[src/rtl/loop_dma_engine.sv]
module loop_dma_engine #(
  parameter int DW = 16,
  parameter int AW = 12,
  parameter int CW = 8
) (
  input  logic          clk,
  input  logic          rst_n,
  input  logic          cfg_we,
  input  logic [2:0]    cfg_sel,
  input  logic [DW-1:0] cfg_wdata,
  output logic          mem_req,
  output logic          mem_we,
  output logic [AW-1:0] mem_addr,
  output logic [CW-1:0] mem_len,
  output logic [DW-1:0] mem_wdata,
  input  logic          mem_gnt,
  input  logic          mem_rvalid,
  input  logic [DW-1:0] mem_rdata,
  output logic [DW-1:0] in_reg_q,
  output logic [DW-1:0] io_reg_q,
  input  logic [DW-1:0] body_res,
  output logic          busy,
  output logic          irq
);
  localparam logic [2:0] SEL_BASE = 3'd0, SEL_STRIDE = 3'd1, SEL_COUNT = 3'd2,
                         SEL_CTRL = 3'd3, SEL_CLR = 3'd4, SEL_INIT = 3'd5;
  localparam logic [CW-1:0] ONE = CW'(1);

  typedef enum logic [2:0] {
    S_IDLE, S_READ, S_RWAIT, S_EXEC, S_WRITE, S_NEXT, S_BURST, S_DRAIN
  } state_t;

  state_t        st;
  logic [AW-1:0] base_r, stride_r, addr_q, step_q;
  logic [CW-1:0] count_r, cnt_q;
  logic [DW-1:0] init_r;
  logic          dir_q, blk_q, wb_q, pend_q;

  wire           go      = cfg_we && cfg_sel == SEL_CTRL && cfg_wdata[0] && st == S_IDLE;
  wire [AW-1:0]  addr_nx = dir_q ? addr_q - step_q : addr_q + step_q;
  wire           last    = cnt_q == ONE;

  assign busy      = st != S_IDLE;
  assign mem_req   = st == S_READ || st == S_WRITE;
  assign mem_we    = st == S_WRITE;
  assign mem_addr  = addr_q;
  assign mem_wdata = io_reg_q;
  assign mem_len   = (st == S_READ && blk_q) ? cnt_q : ONE;

  always_ff @(posedge clk or negedge rst_n) begin
    if (!rst_n) begin
      st       <= S_IDLE;
      base_r   <= '0;
      stride_r <= '0;
      count_r  <= '0;
      init_r   <= '0;
      addr_q   <= '0;
      step_q   <= '0;
      cnt_q    <= '0;
      dir_q    <= 1'b0;
      blk_q    <= 1'b0;
      wb_q     <= 1'b0;
      pend_q   <= 1'b0;
      in_reg_q <= '0;
      io_reg_q <= '0;
      irq      <= 1'b0;
    end else begin
      if (cfg_we) begin
        case (cfg_sel)
          SEL_BASE:   base_r   <= cfg_wdata[AW-1:0];
          SEL_STRIDE: stride_r <= cfg_wdata[AW-1:0];
          SEL_COUNT:  count_r  <= cfg_wdata[CW-1:0];
          SEL_INIT:   init_r   <= cfg_wdata;
          SEL_CLR:    irq      <= 1'b0;
          default: ;
        endcase
      end
      case (st)
        S_IDLE: if (go) begin
          dir_q    <= cfg_wdata[1];
          blk_q    <= cfg_wdata[2];
          wb_q     <= cfg_wdata[3];
          addr_q   <= base_r;
          step_q   <= stride_r;
          cnt_q    <= count_r;
          io_reg_q <= init_r;
          pend_q   <= 1'b0;
          if (count_r == '0) irq <= 1'b1;
          else               st  <= S_READ;
        end
        S_READ:  if (mem_gnt) st <= blk_q ? S_BURST : S_RWAIT;
        S_RWAIT: if (mem_rvalid) begin
          in_reg_q <= mem_rdata;
          st       <= S_EXEC;
        end
        S_EXEC: begin
          io_reg_q <= body_res;
          st       <= wb_q ? S_WRITE : S_NEXT;
        end
        S_WRITE: if (mem_gnt) st <= S_NEXT;
        S_NEXT: begin
          addr_q <= addr_nx;
          cnt_q  <= cnt_q - ONE;
          if (last) begin
            st  <= S_IDLE;
            irq <= 1'b1;
          end else st <= S_READ;
        end
        S_BURST: begin
          pend_q <= mem_rvalid;
          if (pend_q) io_reg_q <= body_res;
          if (mem_rvalid) begin
            in_reg_q <= mem_rdata;
            addr_q   <= addr_nx;
            cnt_q    <= cnt_q - ONE;
            if (last) st <= S_DRAIN;
          end
        end
        S_DRAIN: begin
          io_reg_q <= body_res;
          irq      <= 1'b1;
          st       <= S_IDLE;
        end
        default: st <= S_IDLE;
      endcase
    end
  end
endmodule

[config.mk]
export PLATFORM = sky130hd
export DESIGN_NAME = loop_dma_engine
export DESIGN_NICKNAME = d
export VERILOG_FILES = /design/src/rtl/loop_dma_engine.sv
export SDC_FILE = /design/constraint.sdc
export NUM_CORES = 1
export LEC_CHECK = 0
export BUFFER_PORTS_ARGS = -buffer_cell sky130_fd_sc_hd__clkbuf_2
export CORE_MARGIN = 5
export CORE_UTILIZATION = 55
export CTS_BUF_LIST = sky130_fd_sc_hd__clkbuf_16
export CTS_CLUSTER_SIZE = 25
export DETAILED_ROUTE_END_ITERATION = 12
export PLACE_DENSITY = 0.85
export SKIP_LAST_GASP = 1
export SYNTH_ARGS = -nofsm -noshare
export SYNTH_HDL_FRONTEND = slang
export SYNTH_SLANG_ARGS = --single-unit
[constraint.sdc]
create_clock -name clk -period 3.85 [get_ports clk]
set_clock_uncertainty 0.15 [all_clocks]
set_input_delay 0 -clock clk [delete_from_list [all_inputs] [get_ports clk]]
set_output_delay 0 -clock clk [all_outputs]
set_load 0.01 [all_outputs]
==> run metrics, run 1 <==
Final Hold Viols 0; # IOs 128; r2r endpoint mem_addr[11]; PortBufs 127; Placed Area 6640 sq um; yosys warns 0; Initial Utilization 0.558; Worst Hold Depth 5; Area Growth Syn to Fin 30.5%; FF-to-FF path depth 11; Yosys reg bits 120; routed vias/inst 5.73; vias in the first global route 5420; CTS Hold Bufs 55; total vias in the final route 5094; clk_lat worst skew 0.41 ns; final setup violating endpoints 0; Startpoint Class flop; Net Count, Synth 639; maxcap violations 0; die height 114 um; critical path capture point type flop; setup TNS 0 ns; post-CTS setup buffers 0; critical path data required time 3.98 ns; Critical Path Fanout Max 7; CP max-delay cell nor4_1; Mapped Area 5990 sq um; fmax 302 MHz; Post-synth top flop dfrtp_1; hold crit path type in -> reg; post-layout util 0.728; post-synth cell types 52; Final min period 3.31 ns; CTS tree built; DRT iter0 DRCs 426; worst setup path class reg -> reg; global-route wire length before repair 27200 um; Horiz. Die Dim 114 um; Max Root-Sink Buffers 2; Nets 807; hold path start mem_rvalid; RD Place Congestion 0.909; Peak VDD IR 0.456 mV; Worst Hold Endpoint pend_q; DRC 0; Most common cell on crit path xnor2_1; placed insts 802; fill count 723; Final HPWL DP 10900 um; share of cells above drive strength 1 0.315; RSZ-0062 raised after global routing false; CP Cell Sequence or3_1 -> nor4_1 -> a21oi_1 -> xnor2_1 -> ha_1 -> o21ai_0 -> o2bb2ai_1 -> a31o_2 -> a31oi_1 -> xnor2_1 -> o221ai_1; Detail Route Antenna Nets 0; final worst path period share 0.860; Core Region 10700 sq um; Worst Tran Pin Value 1.21 ns; First-pass DRT Iterations 8; Leak 3.77 nW; Cell Rows 38; Worst slew margin 0.191; final std cells w/o fill 889; largest net degree at the start of global routing 84; number of synthesized flops with an enable pin 0; ant diodes 0; drt total wl 16600 um; CTS buffer count 17; H-tree levels 4; syn_area_per_cell 10.5 sq um; clock slew at reported path FFs 0.06 ns; Worst EP arrival 3.44 ns; post-synthesis sequential area ratio 0.501; reg2reg setup slack 0.54 ns; WL per Instance 18.6 um; CTS root buf clkbuf_16; die area 13100 sq um; fraction of registers with async set/reset 1.00; post-route cell area 7820 sq um; outcome finished clean; total gr overflow 0; Post-Synthesis Cells 568; Sink Count 120; PD cells 886 nW/um^2; post-cts resize count 0; antenna violations before repair 0; max-slew violations 0; total track usage 0.266; reg2reg start step_q[2]; slowest cell delay on critical path 0.47 ns
cell type report:
| class | count | area, sq um | share of cell area |
|---|---|---|---|
| sequential | 120 | 3000 | 0.384 |
| multi-input combinational | 394 | 2720 | 0.348 |
| timing repair buffer | 190 | 1250 | 0.160 |
| clock buffer | 17 | 425 | 0.0544 |
| clock inverter | 15 | 200 | 0.0256 |
| tap | 140 | 175 | 0.0224 |
| inverter | 13 | 48.8 | 0.00624 |
worst max path at each step:
stage	from	to	slack [ns]	depth (start not counted)
after floorplan	step_q[2]	mem_addr[10]	1.0	10
after global placement	step_q[2]	mem_addr[11]	0.76	11
after detailed placement	step_q[2]	mem_addr[11]	0.62	11
after CTS	step_q[2]	mem_addr[11]	0.61	11
after global routing	step_q[2]	mem_addr[11]	0.45	11
final	step_q[2]	mem_addr[11]	0.54	11
sequential cells by signal, indices dropped and copies added (netlist names), 3 cells and up:
register  cells
in_reg_q     16
count_r       8
mem_addr     12
init_r       16
stride_r     12
step_q       12
st            3
cnt_q         8
io_reg_q     16
base_r       12
placed cells by master (no fill, tap or decap), types with 10 or more instances in the layout:
cell type      count
ha_1              14
nor3_1            10
nor2_1            26
mux2i_1           19
mux2_2            64
clkbuf_2         126
o21ai_0           42
dlygate4sd3_1     55
dfrtp_1          120
clkbuf_16         17
nand2_1           78
a21oi_1           29
xnor2_1           15
inv_1             12
where the power goes:
part | switching [mW] | internal, mW | leakage [nW]
clock | 0.599 | 1.08 | 0.287
combinational | 1.69 | 1.37 | 2.02
sequential | 0.466 | 1.73 | 1.47
total | 2.75 | 4.18 | 3.77
worst max-delay path, delay by kind of cell (launching register included):
kind / cells / cell delay, ns
AND/OR/NAND/NOR: 2 / 0.88
XOR/XNOR: 2 / 0.31
AO/OA/AOI/OAI: 6 / 1.01
adder cells (fa/ha/maj): 1 / 0.42
flip-flops: 1 / 0.44
per-stage QoR:
stage / setup WS (ns) / hold slack [ns] / total power, mW
3_5_place_dp: 0.623 / 0.0859 / 5.10
2_1_floorplan: 0.995 / -0.446 / 4.26
3_3_place_gp: 0.763 / 0.0753 / 4.91
6_report: 0.539 / 0.0745 / 6.93
5_1_grt: 0.447 / 0.100 / 7.36
4_1_cts: 0.608 / 0.0452 / 6.86
synthesized netlist by cell type, types with 2 or more instances:
master / n / share of area
dfrtp_1: 120 / 0.50
nand2_1: 78 / 0.049
mux2_2: 64 / 0.12
o21ai_0: 43 / 0.036
a21oi_1: 30 / 0.025
nor2_1: 26 / 0.016
mux2i_1: 19 / 0.032
buf_4: 18 / 0.023
clkbuf_1: 18 / 0.011
xnor2_1: 15 / 0.022
ha_1: 14 / 0.029
inv_1: 12 / 0.0075
nor3_1: 10 / 0.0084
nand3_1: 9 / 0.0075
a31oi_1: 8 / 0.0084
and3_1: 7 / 0.0073
nand2b_1: 7 / 0.0073
a21o_1: 5 / 0.0063
nor2b_1: 5 / 0.0052
nor4_1: 5 / 0.0052
buf_2: 4 / 0.0033
o211ai_1: 4 / 0.0050
or3_1: 4 / 0.0042
xor2_1: 4 / 0.0058
a22oi_1: 3 / 0.0038
nand4_1: 3 / 0.0031
o21a_1: 3 / 0.0038
nor3b_1: 2 / 0.0025
o21ai_1: 2 / 0.0017
o21bai_1: 2 / 0.0025
o22ai_1: 2 / 0.0021
or4_1: 2 / 0.0025
routing by layer:
metal  GRT usage  vias up  part of all wire
met4       0.108        0             0.027
met1       0.325     2489              0.39
met3      0.0655       35             0.080
met2       0.454      236              0.50
met5           0        -                 0
li1            -     2334                 -
cells by family (layout without fill, tap and decap cells):
group | count (synthesis) | in the layout | share of synthesized area
adder cells (fa/ha/maj) | 15 | 15 | 0.0326
AND/OR/NAND/NOR | 164 | 164 | 0.130
XOR/XNOR | 19 | 19 | 0.0278
multiplexers | 83 | 83 | 0.152
AO/OA/AOI/OAI | 113 | 113 | 0.111
buffers and inverters | 54 | 235 | 0.0459
flip-flops | 120 | 120 | 0.501
Power figures use the tool's default switching activity.
==> run 2: changes to the inputs <==
MAX_ROUTING_LAYER = met4   (was default)
==> run 2 against run 1 <==
Net effect:
- combinational power about the same
- total power fell by 1.0%
- cell area decreased by 0.53%
- non-clock buffer count unchanged
- count of clock-buffer cells in the layout is the same
- sequential power about the same
- critical path depth unchanged
==> run metrics, run 2 (synthesized netlist as in run 1, its figures left out) <==
outcome finished clean; die area 13100 sq um (unchanged); max-slew violations 0 (unchanged); critical path capture point type flop; final std cells w/o fill 888 (-0.11%); total gr overflow 0 (unchanged); clock slew at reported path FFs 0.05 ns (about the same); First-pass DRT Iterations 5 (-3); Sink Count 120 (unchanged); share of cells above drive strength 1 0.311 (-0.00359); Placed Area 6640 sq um (unchanged); RSZ-0062 raised after global routing false; Worst Hold Depth 5 (unchanged); setup TNS 0 ns (unchanged); Tot Pwr 6.86 mW (-1.0%); Area Growth Syn to Fin 29.8%; RD Place Congestion 0.917 (+0.90%); Worst slew margin 0.220 (+0.0285); worst setup margin 0.510 ns (-0.0290 ns); WL per Instance 18.9 um (+1.5%); PD cells 882 nW/um^2 (-0.48%); post-route cell area 7780 sq um (-0.53%); Worst Hold Endpoint cnt_q[0]; Critical Path Fanout Max 7 (unchanged); vias in the first global route 5219 (-3.7%); dpl ws 0.654 ns (+0.0308 ns); post-CTS setup buffers 0 (unchanged); DRC 0 (unchanged); most frequent cells in the layout clkbuf_2, dfrtp_1, nand2_1; antenna violations before repair 0 (unchanged); Final Hold Viols 0 (unchanged); post-layout util 0.724 (-0.00384); PortBufs 127 (unchanged); Final HPWL DP 10900 um (+0.23%); FF-to-FF path depth 11 (unchanged); Initial Utilization 0.558 (unchanged); Startpoint Class flop; Detail Route Antenna Nets 0 (unchanged); CTS buffer count 17 (unchanged); Core Region 10700 sq um (unchanged); DRT iter0 DRCs 379 (-11%); final setup violating endpoints 0 (unchanged); final worst path period share 0.868 (+0.00754); CTS root buf clkbuf_16; Peak VDD IR 0.499 mV (+9.3%); Worst Tran Pin Value 1.17 ns (-0.0428 ns); routed vias/inst 5.78 (+0.86%); most common cell after layout, fill and taps aside clkbuf_2; Final min period 3.34 ns (+0.0290 ns); post-cts resize count 0 (unchanged); Hold Slack 0.0777 ns (+0.00322 ns); total track usage 0.275 (+0.00892); critical path data required time 3.96 ns (-0.02 ns); Cell Rows 38 (unchanged); fmax 299 MHz (-0.87%); total vias in the final route 5132 (+0.75%); Nets 807 (unchanged); Worst EP arrival 3.45 ns (about the same); reg2reg start step_q[2]; hold path start mem_rvalid; clk_lat worst skew 0.41 ns (about the same); worst setup path class reg -> reg; Horiz. Die Dim 114 um (unchanged); CTS tree built; largest net degree at the start of global routing 77 (-8.3%); ant diodes 0 (unchanged); biggest regs in_reg_q x16, init_r x16, io_reg_q x16; placed insts 802 (unchanged); global-route wire length before repair 27000 um (-0.94%); reg2reg setup slack 0.51 ns (-0.03 ns); H-tree levels 4 (unchanged); die height 114 um (unchanged); # IOs 128 (unchanged); drt total wl 16800 um (+1.4%); Leak 3.77 nW (about the same); hold crit path type in -> reg; maxcap violations 0 (unchanged); Max Root-Sink Buffers 2 (unchanged); r2r endpoint mem_addr[11]
## run 2: changes by cell type in the layout (fill, tap and decap cells not counted), sizes merged
cell and delta:
clkinvlp -2, inv +2, bufinv -1
## run 2: worst max-delay path, stage by stage (launching register included)
cell	delay, ns
dfrtp_1	0.42
or3_1	0.40
nor4_1	0.40
a21oi_1	0.16
xnor2_1	0.16
ha_1	0.42
o21ai_0	0.14
o2bb2ai_1	0.15
a31o_2	0.20
a31oi_1	0.23
xnor2_1	0.18
o221ai_1	0.17
## run 2: worst max path at each step
stage / startpoint / endpoint / slack (ns) / cells after the start
floorplan: step_q[2] / mem_addr[10] / 1.0 / 10
global placement: step_q[2] / mem_addr[11] / 0.76 / 11
detailed placement: step_q[2] / mem_addr[11] / 0.65 / 11
CTS: step_q[2] / mem_addr[11] / 0.56 / 11
global route: step_q[2] / mem_addr[11] / 0.36 / 11
finish: step_q[2] / mem_addr[11] / 0.51 / 11
## run 2: final cells by class
type / instances / area (sq um)
timing repair buffer: 190 / 1250
multi-input combinational: 394 / 2720
sequential: 120 / 3000
tap: 140 / 175
clock buffer: 17 / 425
fill: 723 / 2970
clock inverter: 14 / 159
inverter: 13 / 48.8
## run 2: where the power goes
| part | leakage, nW | internal, mW | switching [mW] |
|---|---|---|---|
| Combinational | 2.02 | 1.37 | 1.71 |
| Clock | 0.283 | 1.01 | 0.571 |
| Sequential | 1.47 | 1.73 | 0.469 |
| Total | 3.77 | 4.11 | 2.76 |
## run 2: repair_timing
item | 4_1_cts | 5_1_grt
hold endpoints to repair | 161 | 0
endpoints found under the setup margin | 0 | 0
hold buffers | 55 | 0
## run 2: layer usage
| layer | part of all wire | global-route usage | vias up |
|---|---|---|---|
| li1 | - | - | 2315 |
| met1 | 0.40 | 0.337 | 2540 |
| met2 | 0.50 | 0.445 | 231 |
| met3 | 0.071 | 0.0687 | 46 |
| met4 | 0.031 | 0.0998 | 0 |
| met5 | 0 | - | - |
==> run 3: changes to the inputs <==
GPL_ROUTABILITY_DRIVEN = 0   (was default)
PLACE_DENSITY = 0.8   (was 0.85)
==> run 3 against run 2 <==
Net effect:
- setup slack better by 0.13 ns
- critical path type unchanged
- first-iteration DRC count is 12% lower
- total power is 1.3% lower
- worst hold slack worse by 0.014 ns
- die area stayed put
- combinational power is 3% lower
- register-to-register slack better by 0.13 ns
- highest routed layer unchanged
- clock power hardly changed
- sequential cell count stayed put
- utilization is 0.13 points higher
- non-clock buffer count is 1 higher
- count of clock-buffer cells in the layout stayed put
==> run metrics, run 3 (synthesized netlist as in run 1, its figures left out) <==
CTS root buf clkbuf_16; Most common cell on crit path a21o_1; Worst slew margin 0.251 (+0.0308); hold crit path type in -> async; CTS tree built; share of cells above drive strength 1 0.315 (+0.00317); Nets 808 (+0.12%); vias in the first global route 5222 (+0.057%); CP max-delay cell or3_1; total gr overflow 0 (unchanged); DRC 0 (unchanged); CP Cell Sequence or3_1 -> nor4_1 -> a21oi_1 -> xnor2_1 -> ha_1 -> a21o_1 -> a21o_1 -> a221oi_1 -> xor2_1 -> o21ai_0; most frequent cells in the layout clkbuf_2, dfrtp_1, nand2_1; Detail Route Antenna Nets 0 (unchanged); RSZ-0062 raised after global routing false; total vias in the final route 5049 (-1.6%); Final HPWL DP 10500 um (-3.4%); Worst EP arrival 3.35 ns (-0.10 ns); critical path data required time 3.99 ns (+0.03 ns); Leak 3.78 nW (+0.35%); Cell Rows 38 (unchanged); met2 wire len 7890 um (-5.7%); Critical Path Fanout Max 7 (unchanged); die height 114 um (unchanged); # IOs 128 (unchanged); CTS buffer count 17 (unchanged); setup TNS 0 ns (unchanged); Max Root-Sink Buffers 2 (unchanged); post-layout util 0.725 (+0.00128); worst setup margin 0.638 ns (+0.128 ns); clock power share 0.234 (+0.004); final setup violating endpoints 0 (unchanged); internal power 4.09 mW (-0.30%); placed insts 803 (+0.12%); Startpoint Class flop; maxcap violations 0 (unchanged); CP delay by family, top compound AO/OA/AOI/OAI gates; Horiz. Die Dim 114 um (unchanged); Switching Share 0.395 (-0.00622); dpl ws 0.638 ns (-0.0161 ns); slowest cell delay on critical path 0.42 ns (about the same); Tot Pwr 6.77 mW (-1.3%); antenna violations before repair 1 (+1); largest net degree at the start of global routing 62 (-19%); WL per Instance 18.1 um (-4.6%); post-cts resize count 0 (unchanged); die area 13100 sq um (unchanged); Final min period 3.21 ns (-0.128 ns); Placed Area 6650 sq um (+0.11%); H-tree levels 4 (unchanged); final worst path period share 0.834 (-0.0333); reg2reg setup slack 0.64 ns (+0.13 ns); post-CTS setup buffers 0 (unchanged); DRT iter0 DRCs 333 (-12%); uppermost layer routed met4; Final Hold Viols 0 (unchanged); Worst Tran Pin Value 1.12 ns (-0.0548 ns); global-route wire length before repair 26300 um (-2.5%); PortBufs 127 (unchanged); DR WL met3 940 um (-21%); final std cells w/o fill 891 (+0.34%); drt total wl 16100 um (-4.2%); CTS Hold Bufs 55 (unchanged); post-route cell area 7790 sq um (+0.18%); clock slew at reported path FFs 0.05 ns (about the same); biggest regs in_reg_q x16, init_r x16, io_reg_q x16; Area Growth Syn to Fin 30.0%; Initial Utilization 0.558 (unchanged); Worst Path Buf+Inv 0 (unchanged); critical path capture point type flop; max-slew violations 0 (unchanged); sequential share of power 0.323 (+0.003); Core Region 10700 sq um (unchanged); outcome finished clean; Hold Slack 0.0639 ns (-0.0137 ns); Peak VDD IR 0.498 mV (-0.22%); clk_lat worst skew 0.42 ns (about the same); most common cell after layout, fill and taps aside clkbuf_2; M1 WL 6870 um (+2.1%); Comb pwr share 0.443 (-0.007); fmax 311 MHz (+4.0%); total track usage 0.268 (-0.00701); switching pwr 2.68 mW (-2.9%); routed vias/inst 5.67 (-1.9%); Sink Count 120 (unchanged); First-pass DRT Iterations 5 (unchanged); PD cells 869 nW/um^2 (-1.5%); worst setup path class reg -> reg
==> run 3: layout make-up <==
| type | instances | area, sq um |
|---|---|---|
| clock buffer | 17 | 425 |
| inverter | 13 | 48.8 |
| multi-input combinational | 394 | 2720 |
| clock inverter | 15 | 163 |
| timing repair buffer | 191 | 1260 |
| antenna | 1 | 2.50 |
| tap | 140 | 175 |
| fill | 726 | 2950 |
| sequential | 120 | 3000 |
==> run 3: final timing paths <==
check                                  start      endpoint  cells after the start
worst max-delay path               step_q[4]  mem_addr[10]                     10
worst min-delay path                   rst_n      cnt_q[0]                      2
worst max register to register     step_q[4]  mem_addr[10]                     10
worst min register to register   stride_r[3]     step_q[3]                      2
max in group asynchronous              rst_n     base_r[7]                      3
min in group clk                mem_rdata[6]   in_reg_q[6]                      3
==> run 3: power groups by stage <==
stage / clock, mW / sequential (mW) / combinational (mW)
2_1_floorplan: 0 / 2.13 / 2.13
3_3_place_gp: 0 / 2.15 / 2.78
3_5_place_dp: 0 / 2.18 / 2.89
4_1_cts: 1.59 / 2.17 / 2.96
5_1_grt: 1.65 / 2.25 / 3.32
6_report: 1.58 / 2.19 / 3.00
==> run 3: metal layers <==
layer,global-route usage,vias up
met4,0.107,0
met5,-,-
met3,0.0555,46
met1,0.337,2481
met2,0.428,196
li1,-,2326
